## config.mk

```make
export PLATFORM = sky130hd
export DESIGN_NAME = mis_irq_unit
export DESIGN_NICKNAME = d
export VERILOG_FILES = /design/src/rtl/mis_irq_pkg.sv /design/src/rtl/mis_enable_remap.sv /design/src/rtl/mis_raw_bit.sv /design/src/rtl/mis_mask_combine.sv /design/src/rtl/mis_irq_unit.sv
export SDC_FILE = /design/constraint.sdc
export NUM_CORES = 1
export LEC_CHECK = 0
export ABC_AREA = 1
export BUFFER_PORTS_ARGS = -buffer_cell sky130_fd_sc_hd__clkbuf_2
export CELL_PAD_IN_SITES_DETAIL_PLACEMENT = 1
export CELL_PAD_IN_SITES_GLOBAL_PLACEMENT = 1
export CORE_MARGIN = 10
export CORE_UTILIZATION = 10
export CTS_BUF_LIST = sky130_fd_sc_hd__clkbuf_8
export CTS_CLUSTER_SIZE = 10
export DETAILED_ROUTE_END_ITERATION = 16
export GPL_ROUTABILITY_DRIVEN = 0
export MAX_ROUTING_LAYER = met4
export PLACE_DENSITY = 0.95
export SETUP_SLACK_MARGIN = 0.1
export SLEW_MARGIN = 20
export SYNTH_ARGS = -nofsm -noshare
export SYNTH_HDL_FRONTEND = slang
export SYNTH_HIERARCHICAL = 1
export SYNTH_SLANG_ARGS = --single-unit
```

## constraint.sdc

```tcl
create_clock -name clk_i -period 0.8 [get_ports clk_i]
set_input_delay 0.16 -clock clk_i [delete_from_list [all_inputs] [get_ports clk_i]]
set_output_delay 0.16 -clock clk_i [all_outputs]
set_load 0.05 [all_outputs]
```

## src/rtl/mis_irq_pkg.sv

```systemverilog
package mis_irq_pkg;
  localparam int unsigned EVT_W  = 3;
  localparam int unsigned CTRL_W = 32;
  localparam int unsigned CLR_W  = 32;

  typedef enum int unsigned {
    EVT_TX_DONE = 0,
    EVT_RX_RDY  = 1,
    EVT_RX_OVF  = 2
  } evt_e;

  // control-word position of the enable for each status bit
  function automatic int unsigned en_pos(int unsigned idx);
    case (idx)
      EVT_TX_DONE: en_pos = 5;
      EVT_RX_RDY:  en_pos = 4;
      default:     en_pos = 6;
    endcase
  endfunction
endpackage

```

## src/rtl/mis_enable_remap.sv

```systemverilog
module mis_enable_remap
  import mis_irq_pkg::*;
#(
  parameter int unsigned CTRL_W = mis_irq_pkg::CTRL_W
) (
  input  logic [CTRL_W-1:0] ctrl_i,
  output logic [EVT_W-1:0]  en_o
);
  logic unused_ctrl;
  assign unused_ctrl = ^ctrl_i;

  for (genvar i = 0; i < EVT_W; i++) begin : g_en
    localparam int unsigned POS = en_pos(i);
    assign en_o[i] = ctrl_i[POS];
  end
endmodule

```

## src/rtl/mis_raw_bit.sv

```systemverilog
module mis_raw_bit (
  input  logic clk_i,
  input  logic rst_ni,
  input  logic set_i,
  input  logic clr_i,
  output logic q_o
);
  always_ff @(posedge clk_i or negedge rst_ni) begin
    if (!rst_ni)    q_o <= 1'b0;
    else if (set_i) q_o <= 1'b1;  // set has priority
    else if (clr_i) q_o <= 1'b0;
  end

  assert_set_wins_R8: assert property (@(posedge clk_i) disable iff (!rst_ni)
    set_i |=> q_o);
  assert_clear_R3: assert property (@(posedge clk_i) disable iff (!rst_ni)
    (clr_i && !set_i) |=> !q_o);
  assert_hold_R4: assert property (@(posedge clk_i) disable iff (!rst_ni)
    (!clr_i && !set_i) |=> $stable(q_o));
endmodule

```

## src/rtl/mis_mask_combine.sv

```systemverilog
module mis_mask_combine
  import mis_irq_pkg::*;
(
  input  logic [EVT_W-1:0] raw_i,
  input  logic [EVT_W-1:0] en_i,
  output logic [EVT_W-1:0] masked_o,
  output logic             irq_o
);
  assign masked_o = raw_i & en_i;
  assign irq_o    = |masked_o;
endmodule

```

## src/rtl/mis_irq_unit.sv

```systemverilog
module mis_irq_unit
  import mis_irq_pkg::*;
#(
  parameter int unsigned CTRL_W = mis_irq_pkg::CTRL_W,
  parameter int unsigned CLR_W  = mis_irq_pkg::CLR_W
) (
  input  logic              clk_i,
  input  logic              rst_ni,
  input  logic [EVT_W-1:0]  evt_set_i,
  input  logic [CTRL_W-1:0] ctrl_word_i,
  input  logic              clr_we_i,
  input  logic [CLR_W-1:0]  clr_data_i,
  output logic [EVT_W-1:0]  raw_o,
  output logic [EVT_W-1:0]  masked_o,
  output logic              irq_o
);
  logic [EVT_W-1:0] en;
  logic [EVT_W-1:0] clr_hit;
  logic             unused_clr;

  assign unused_clr = ^clr_data_i;
  assign clr_hit    = {EVT_W{clr_we_i}} & clr_data_i[EVT_W-1:0];

  mis_enable_remap #(.CTRL_W(CTRL_W)) u_remap (
    .ctrl_i (ctrl_word_i),
    .en_o   (en)
  );

  for (genvar i = 0; i < EVT_W; i++) begin : g_raw
    mis_raw_bit u_bit (
      .clk_i  (clk_i),
      .rst_ni (rst_ni),
      .set_i  (evt_set_i[i]),
      .clr_i  (clr_hit[i]),
      .q_o    (raw_o[i])
    );
  end

  mis_mask_combine u_mask (
    .raw_i    (raw_o),
    .en_i     (en),
    .masked_o (masked_o),
    .irq_o    (irq_o)
  );

  assert_mask_subset_R5: assert property (@(posedge clk_i) disable iff (!rst_ni)
    (masked_o & ~raw_o) == '0);
  assert_irq_needs_raw_R6: assert property (@(posedge clk_i) disable iff (!rst_ni)
    irq_o |-> (raw_o != '0));
  assert_set_seen_R1: assert property (@(posedge clk_i) disable iff (!rst_ni)
    (evt_set_i != '0) |=> ((raw_o & $past(evt_set_i)) == $past(evt_set_i)));
endmodule

```

# ---- After elaboration in Yosys (flattened, before gate mapping)
# Cells that the tools add are included.
dict set report op_classes {
  n_mux 6
  bitwise_logic 2
  n_reduce_logical 4
}
# operator count
set ops {}
lappend ops {{bitwise AND 3 bit} 2}
lappend ops {{two-way mux 1 bit} 6}
lappend ops {{nonzero test 2 bit} 3}
lappend ops {{OR reduction 3 bit} 1}
dict set report word_totals {
  word_cells 15
  ff_bits 3
  in_bits 70
  out_inout_bits 7
}

# ---- Longest topological paths before layout
# Gate-level depths: netlist of the first run.
dict set report depth {
  word_depth 3
  mapped_depth 5
}

# ---- Cells and area by module
# Netlist of the first run, hierarchy kept.
# mod area_per_inst_um2 n_inst cells_per_inst seq_area_each_um2
set by_module_without_submodules {}
lappend by_module_without_submodules {mis_raw_bit 40.0 3 5 25.0}
lappend by_module_without_submodules {mis_mask_combine 37.5 1 7 0.0}
lappend by_module_without_submodules {mis_enable_remap 22.5 1 3 0.0}
lappend by_module_without_submodules {mis_irq_unit 22.5 1 6 0.0}

# ---- Worst setup path after synthesis of the first run
# Ideal clock, no wire load.
dict set report synth_timing {
  path_type {reg2out}
  startpoint {register g_raw[1].u_bit.q_o}
  endpoint {output port masked_o[1]}
  arrival_ns 1.103
  t_required_ns 0.640
  path_slack_ns -0.463
  stages_incl_launch_ff 3
  n_path_buf 0
  cell_sequence {dfrtp_1 > nand2_1 > inv_1}
}
dict set report synth_between {
  elab_chain_cells 1
}
# element line
set synth_rtl {}
lappend synth_rtl {{start, declared} mis_raw_bit.sv:6} ;# output logic q_o
lappend synth_rtl {{start signal, assigned} mis_raw_bit.sv:9} ;# if (!rst_ni) q_o <= 1'b0;
lappend synth_rtl {{start signal, assigned} mis_raw_bit.sv:10} ;# else if (set_i) q_o <= 1'b1;
lappend synth_rtl {{start signal, assigned} mis_raw_bit.sv:11} ;# else if (clr_i) q_o <= 1'b0;
lappend synth_rtl {{bitwise AND 3 bit} mis_mask_combine.sv:9} ;# assign masked_o = raw_i & en_i;
lappend synth_rtl {{end, declared} mis_irq_unit.sv:14} ;# output logic [EVT_W-1:0] masked_o,
# No other way between the ends.

# ---- Final worst setup path of the first run
dict set report layout_timing {
  startpoint {register g_raw[0].u_bit.q_o}
  endpoint {output port masked_o[0]}
}
dict set report layout_between {
  elab_chain_cells 1
}
# element line
set layout_rtl {}
lappend layout_rtl {{start, declared} mis_raw_bit.sv:6}
lappend layout_rtl {{start signal, assigned} mis_raw_bit.sv:9}
lappend layout_rtl {{start signal, assigned} mis_raw_bit.sv:10}
lappend layout_rtl {{start signal, assigned} mis_raw_bit.sv:11}
lappend layout_rtl {{bitwise AND 3 bit} mis_mask_combine.sv:9}
# No other way between the ends.

==> results of run 1 <==
-- how the worst max path moves through the flow --
stage                       start     endpoint  slack [ps]  cells after the start
6_report       g_raw[0].u_bit/q_o  masked_o[0]        -340                      3
3_5_place_dp   g_raw[0].u_bit/q_o        irq_o        -160                      3
2_1_floorplan  g_raw[0].u_bit/q_o  masked_o[0]        -230                      2
4_1_cts        g_raw[1].u_bit/q_o  masked_o[1]        -340                      3
5_1_grt        g_raw[1].u_bit/q_o  masked_o[1]        -360                      3
3_3_place_gp   g_raw[0].u_bit/q_o  masked_o[0]        -150                      3
-- synth_stat cells (all sizes together) --
cell type  instances  area, um2
buf                3       22.5
dfrtp              3       75.1
inv               12       45.0
nand2             12       50.1
nand3              1       10.0
-- final cells by class --
class / count / share of cell area
timing repair buffer: 23 / 0.421
multi-input combinational: 13 / 0.181
clock inverter: 1 / 0.00698
inverter: 12 / 0.105
tap: 27 / 0.0628
clock buffer: 3 / 0.0767
sequential: 3 / 0.147
-- stage by stage --
| step | hold slack [ps] | setup TNS, ps | cell area, um2 | cells |
|---|---|---|---|---|
| after CTS | 145 | -2290 | 519 | 82 |
| after detailed placement | -34.6 | -823 | 412 | 76 |
| after floorplan | -136 | -857 | 243 | 31 |
| final | 140 | -2170 | 538 | 82 |
| after global placement | -44.7 | -770 | 412 | 76 |
| after global routing | 152 | -2400 | 538 | 82 |
-- what timing repair did --
| action | CTS | global route |
|---|---|---|
| setup buffers | 1 | 0 |
| hold buffers | 1 | 0 |
| endpoints found under the hold margin | 3 | 0 |
| pin swaps | 1 | 4 |
| resized for setup | 11 | 8 |
| endpoints found under the setup margin | 10 | 10 |
-- metal layers --
| layer | wire length [um] | vias up | GRT usage |
|---|---|---|---|
| li1 | - | 126 | - |
| met4 | 0 | 0 | 0.0160 |
| met3 | 64 | 0 | 0.0258 |
| met2 | 493 | 11 | 0.0764 |
| met1 | 285 | 120 | 0.0375 |
| met5 | 0 | - | - |
-- kinds of logic (layout without fill, tap and decap cells) --
family | after synthesis | count (layout) | share of synthesized area
flops | 3 | 3 | 0.370
simple gates | 13 | 13 | 0.296
buf+inv | 15 | 39 | 0.333
-- tightest hold or removal path, stage by stage --
cell	delay [ps]
clkbuf_2	70
inv_1	30
nand2_1	60
-- power by group through the flow --
stage	clock [mW]	combinational [mW]	sequential, mW
5_1_grt	0.456	0.352	0.179
3_5_place_dp	0	0.274	0.178
6_report	0.424	0.332	0.178
4_1_cts	0.435	0.318	0.178
3_3_place_gp	0	0.268	0.178
2_1_floorplan	0	0.128	0.214
==> impl_metrics.json, run 1 <==
{
  "critPathMaxFanout": 2,
  "clk_pin_slew_ps": 30,
  "overflow": 0,
  "clockRootBuffer": "clkbuf_8",
  "worst_slew_pin_slew_ps": 97.4,
  "wl_per_cell_um": 10.3,
  "fin_crit_ps": 1140,
  "layout_commonest_cell": "clkbuf_2",
  "largest_register_ff_count": 3,
  "yosys_register_bits": 3,
  "critPathSlowestCell": "dfrtp_2",
  "drtIter0Drc": 2,
  "violations": "negative setup slack",
  "antenna_cells": 0,
  "rsz0062_at_grt": "true",
  "arrival_ps": 980,
  "largest-register": "g_raw.u_bit/q_o",
  "final_nets": 126,
  "die_area_um2": 4230,
  "slew_viol_final": 0,
  "path_cells": "nand2_4 > clkinvlp_4 > buf_8",
  "cp-start-kind": "flip-flop",
  "seqCellArea_um2": 78.8,
  "p_switching_mw": 0.289,
  "synth_area_per_cell_um2": 6.54,
  "core_um2": 1940,
  "clock-skew-final_ps": 0,
  "track_usage": 0.0434,
  "hp-class": "input pin to flip-flop",
  "first_global_vias": 288,
  "syn-cell-area_um2": 203,
  "drt_wl_total_um": 843,
  "intPower_mw": 0.645,
  "cts_max_level": 1,
  "via_count": 257,
  "pwr-share-seq": 0.190,
  "power.share.combinational": 0.355,
  "postSynthCellCount": 31,
  "port_buffers": 18,
  "worst-setup-path-type": "flip-flop to output pin",
  "rows": 16,
  "min_period_over_period": 1.42,
  "initial_core_util": 0.104,
  "drive_gt1_frac": 0.691,
  "min_to": "g_raw[1].u_bit/q_o",
  "setup_viol": 8,
  "dr.pass1.iters": 2,
  "insertion_delay_ps": 210,
  "antenna_left": 0,
  "cts_tree": "done",
  "syn_nets": 101,
  "fmax_mhz": 881,
  "io_pins": 77,
  "r2r_end": "g_raw[2].u_bit/q_o",
  "die_x_um": 65.0,
  "min_path_cells": 3,
  "grt_max_degree": 4,
  "drv_cap": 0,
  "max_slew_margin": 0.935,
  "multi_input_area_um2": 97.6,
  "status": "complete, but fails checks",
  "final-hold-violation-count": 0,
  "post-route-drc-count": 0,
  "clock_power_share": 0.455,
  "numCtsBuffers": 3,
  "critPathRequiredTime_ps": 640,
  "reg2regPathDepth": 4,
  "setup_slack_ps": -335,
  "switching_share": 0.309,
  "fillers": 238,
  "die_y_um": 65.0,
  "post-place-ws_ps": -163,
  "cts_sinks": 3,
  "yosysSeqAreaShare": 0.370,
  "critPathCaptureType": "output pin",
  "final_cell_mix": "11 x clkbuf_2, 10 x inv_1, 6 x nand2_1",
  "fin_util": 0.277,
  "hold_start": "evt_set_i[1]",
  "area_growth_pct": 165,
  "pwr_density_cell_nw_per_um2": 1740,
  "crit_buf_inv": 2,
  "grt_pass1_wl_um": 1300,
  "synth_cell_type_count": 6,
  "top_regs": "g_raw.u_bit/q_o (3)",
  "leakage_nw": 0.286,
  "power.total_mw": 0.934,
  "grt_antenna_before_repair": 0,
  "cpPeakStageDelay_ps": 420,
  "cts_buffer_depth": 2,
  "hpwl_um": 759,
  "cp_top_family": "flip-flops",
  "viasPerCell": 3.13,
  "ir_drop_uv": 537,
  "ys_warn_count": 6,
  "regToRegStartpoint": "g_raw[2].u_bit/q_o",
  "r2r_slack_ps": -50
}
Note: power is estimated with default switching activity, not from simulation.
==> run 2, diff against run 1 <==
--- a/config.mk
+++ b/config.mk
@@ -11,7 +11,6 @@
 export CELL_PAD_IN_SITES_GLOBAL_PLACEMENT = 1
 export CORE_MARGIN = 10
 export CORE_UTILIZATION = 10
-export CTS_BUF_LIST = sky130_fd_sc_hd__clkbuf_8
 export CTS_CLUSTER_SIZE = 10
 export DETAILED_ROUTE_END_ITERATION = 16
 export GPL_ROUTABILITY_DRIVEN = 0
==> run 2 against run 1 <==
  * The flow still finishes with violations (negative setup slack)
  * Final area shrank 3.5%
  * Cell count stayed put
  * Register-to-register slack hardly changed
  * Clock skew did not move
  * Count of clock-buffer cells in the layout rose by 1
  * Hold slack lost 19 ps
  * Sequential share of layout area grew 0.53 points
  * First-iteration DRC count is the same
  * Largest cell class unchanged
==> impl_metrics.json, run 2 (synthesis gave the netlist of run 1 again) <==
{
  "drv_cap": 0,
  "grtUsageMet2": 0.0739,
  "regToRegStartpoint": "g_raw[2].u_bit/q_o",
  "grt_pass1_wl_um": 1260,
  "worst-path-stages": 3,
  "dr.pass1.iters": 2,
  "fillers": 240,
  "min_path_cells": 3,
  "hold_slack_ps": 121,
  "ir_drop_uv": 426,
  "clock-skew-final_ps": 0,
  "worst_slew_pin_slew_ps": 97.4,
  "die_area_um2": 4230,
  "critPathSlowestCell": "dfrtp_2",
  "viasPerCell": 3.11,
  "violations": "negative setup slack",
  "critPathMaxFanout": 2,
  "first_global_vias": 285,
  "initial_core_util": 0.104,
  "insertion_delay_ps": 230,
  "cts_sinks": 3,
  "min_period_over_period": 1.45,
  "rows": 16,
  "area_growth_pct": 156,
  "overflow": 0,
  "post-place-ws_ps": -163,
  "fmax_mhz": 863,
  "critPathRequiredTime_ps": 640,
  "clk_pin_slew_ps": 40,
  "slew_viol_final": 0,
  "cts_buffer_depth": 2,
  "drtIter0Drc": 2,
  "cp_top_family": "flip-flops",
  "drive_gt1_frac": 0.691,
  "layout_commonest_cell": "clkbuf_2",
  "status": "complete, but fails checks",
  "final-hold-violation-count": 0,
  "post-route-drc-count": 0,
  "hp-class": "input pin to flip-flop",
  "rsz0062_at_grt": "true",
  "largest-register": "g_raw.u_bit/q_o",
  "seqCellArea_um2": 78.8,
  "die_y_um": 65.0,
  "reg2regPathDepth": 4,
  "die_x_um": 65.0,
  "grt.met3_usage": 0.0241,
  "track_usage": 0.0431,
  "grt_antenna_before_repair": 0,
  "max_slew_margin": 0.935,
  "leakage_nw": 0.274,
  "worst-setup-path-type": "flip-flop to output pin",
  "startpoint": "g_raw[0].u_bit/q_o",
  "grt_max_degree": 4,
  "critPathCaptureType": "output pin",
  "antenna_left": 0,
  "setup_viol": 8,
  "numCtsBuffers": 3,
  "port_buffers": 18,
  "cts_tree": "done",
  "arrival_ps": 1000,
  "pwr_density_cell_nw_per_um2": 1490,
  "final_nets": 126,
  "largest_register_ff_count": 3,
  "core_um2": 1940,
  "wl_per_cell_um": 10.2,
  "busiest_layer": "met2",
  "path_cells": "nand2_4 > clkinvlp_4 > buf_8",
  "grt_use_met1": 0.0336,
  "io_pins": 77,
  "cpPeakStageDelay_ps": 420,
  "drt_wl_total_um": 838,
  "hold_start": "evt_set_i[0]",
  "top_regs": "g_raw.u_bit/q_o (3)",
  "hpwl_um": 759,
  "clockRootBuffer": "clkbuf_4",
  "final_cell_mix": "11 x clkbuf_2, 9 x inv_1, 6 x nand2_1",
  "cp-start-kind": "flip-flop",
  "via_count": 255,
  "fin_crit_ps": 1160,
  "antenna_cells": 0,
  "cts_max_level": 1,
  "setup_slack_ps": -359,
  "crit_buf_inv": 2,
  "multi_input_area_um2": 97.6
}
## run 2: stage by stage
step / instances / area (um2) / util / TNS [ps] / power, mW
floorplan: 31 / 243 / - / -857 / 0.342
global placement: 76 / 412 / 0.212 / -770 / 0.446
finish: 82 / 519 / 0.267 / -2310 / 0.776
global route: 82 / 519 / 0.267 / -2600 / 0.827
CTS: 82 / 500 / 0.258 / -2490 / 0.780
detailed placement: 76 / 412 / 0.212 / -823 / 0.452
## run 2: per-layer routing
layer	part of all wire	vias up
li1	-	126
met1	0.32	118
met2	0.58	11
met3	0.095	0
met4	0	0
met5	0	-
## run 2: what timing repair did
item / CTS / global route
resized for setup: 11 / 8
hold buffers: 1 / 0
buffers inserted: 1 / 0
pin swaps: 1 / 4
hold endpoints to repair: 3 / 0
setup endpoints to repair: 10 / 10
## run 2: layout make-up
type,count,area share
timing repair buffer,23,0.436
tap,27,0.0651
sequential,3,0.152
clock buffer,4,0.0506
inverter,12,0.108
multi-input combinational,13,0.188
## run 2: path summary, 6_finish.rpt
| kind | slack, ps | to |
|---|---|---|
| max | -360 | masked_o[0] |
| min | 120 | g_raw[0].u_bit/q_o |
| max reg2reg | -50 | g_raw[2].u_bit/q_o |
| min reg2reg | 640 | g_raw[0].u_bit/q_o |
| max in group asynchronous | 390 | g_raw[2].u_bit/q_o |
| min in group asynchronous | 270 | g_raw[0].u_bit/q_o |
## run 2: worst register-to-register path, delay by kind of cell (launching register included)
kind	cells	cell delay, ps
buffers and inverters	2	240
flip-flops	1	420
AND/OR/NAND/NOR	2	80
## run 2: report_power, final
| part | switching (mW) | leakage, nW | internal, mW |
|---|---|---|---|
| clock network | 0.0800 | 0.0150 | 0.187 |
| registers | 0.0128 | 0.0283 | 0.165 |
| logic | 0.177 | 0.231 | 0.154 |
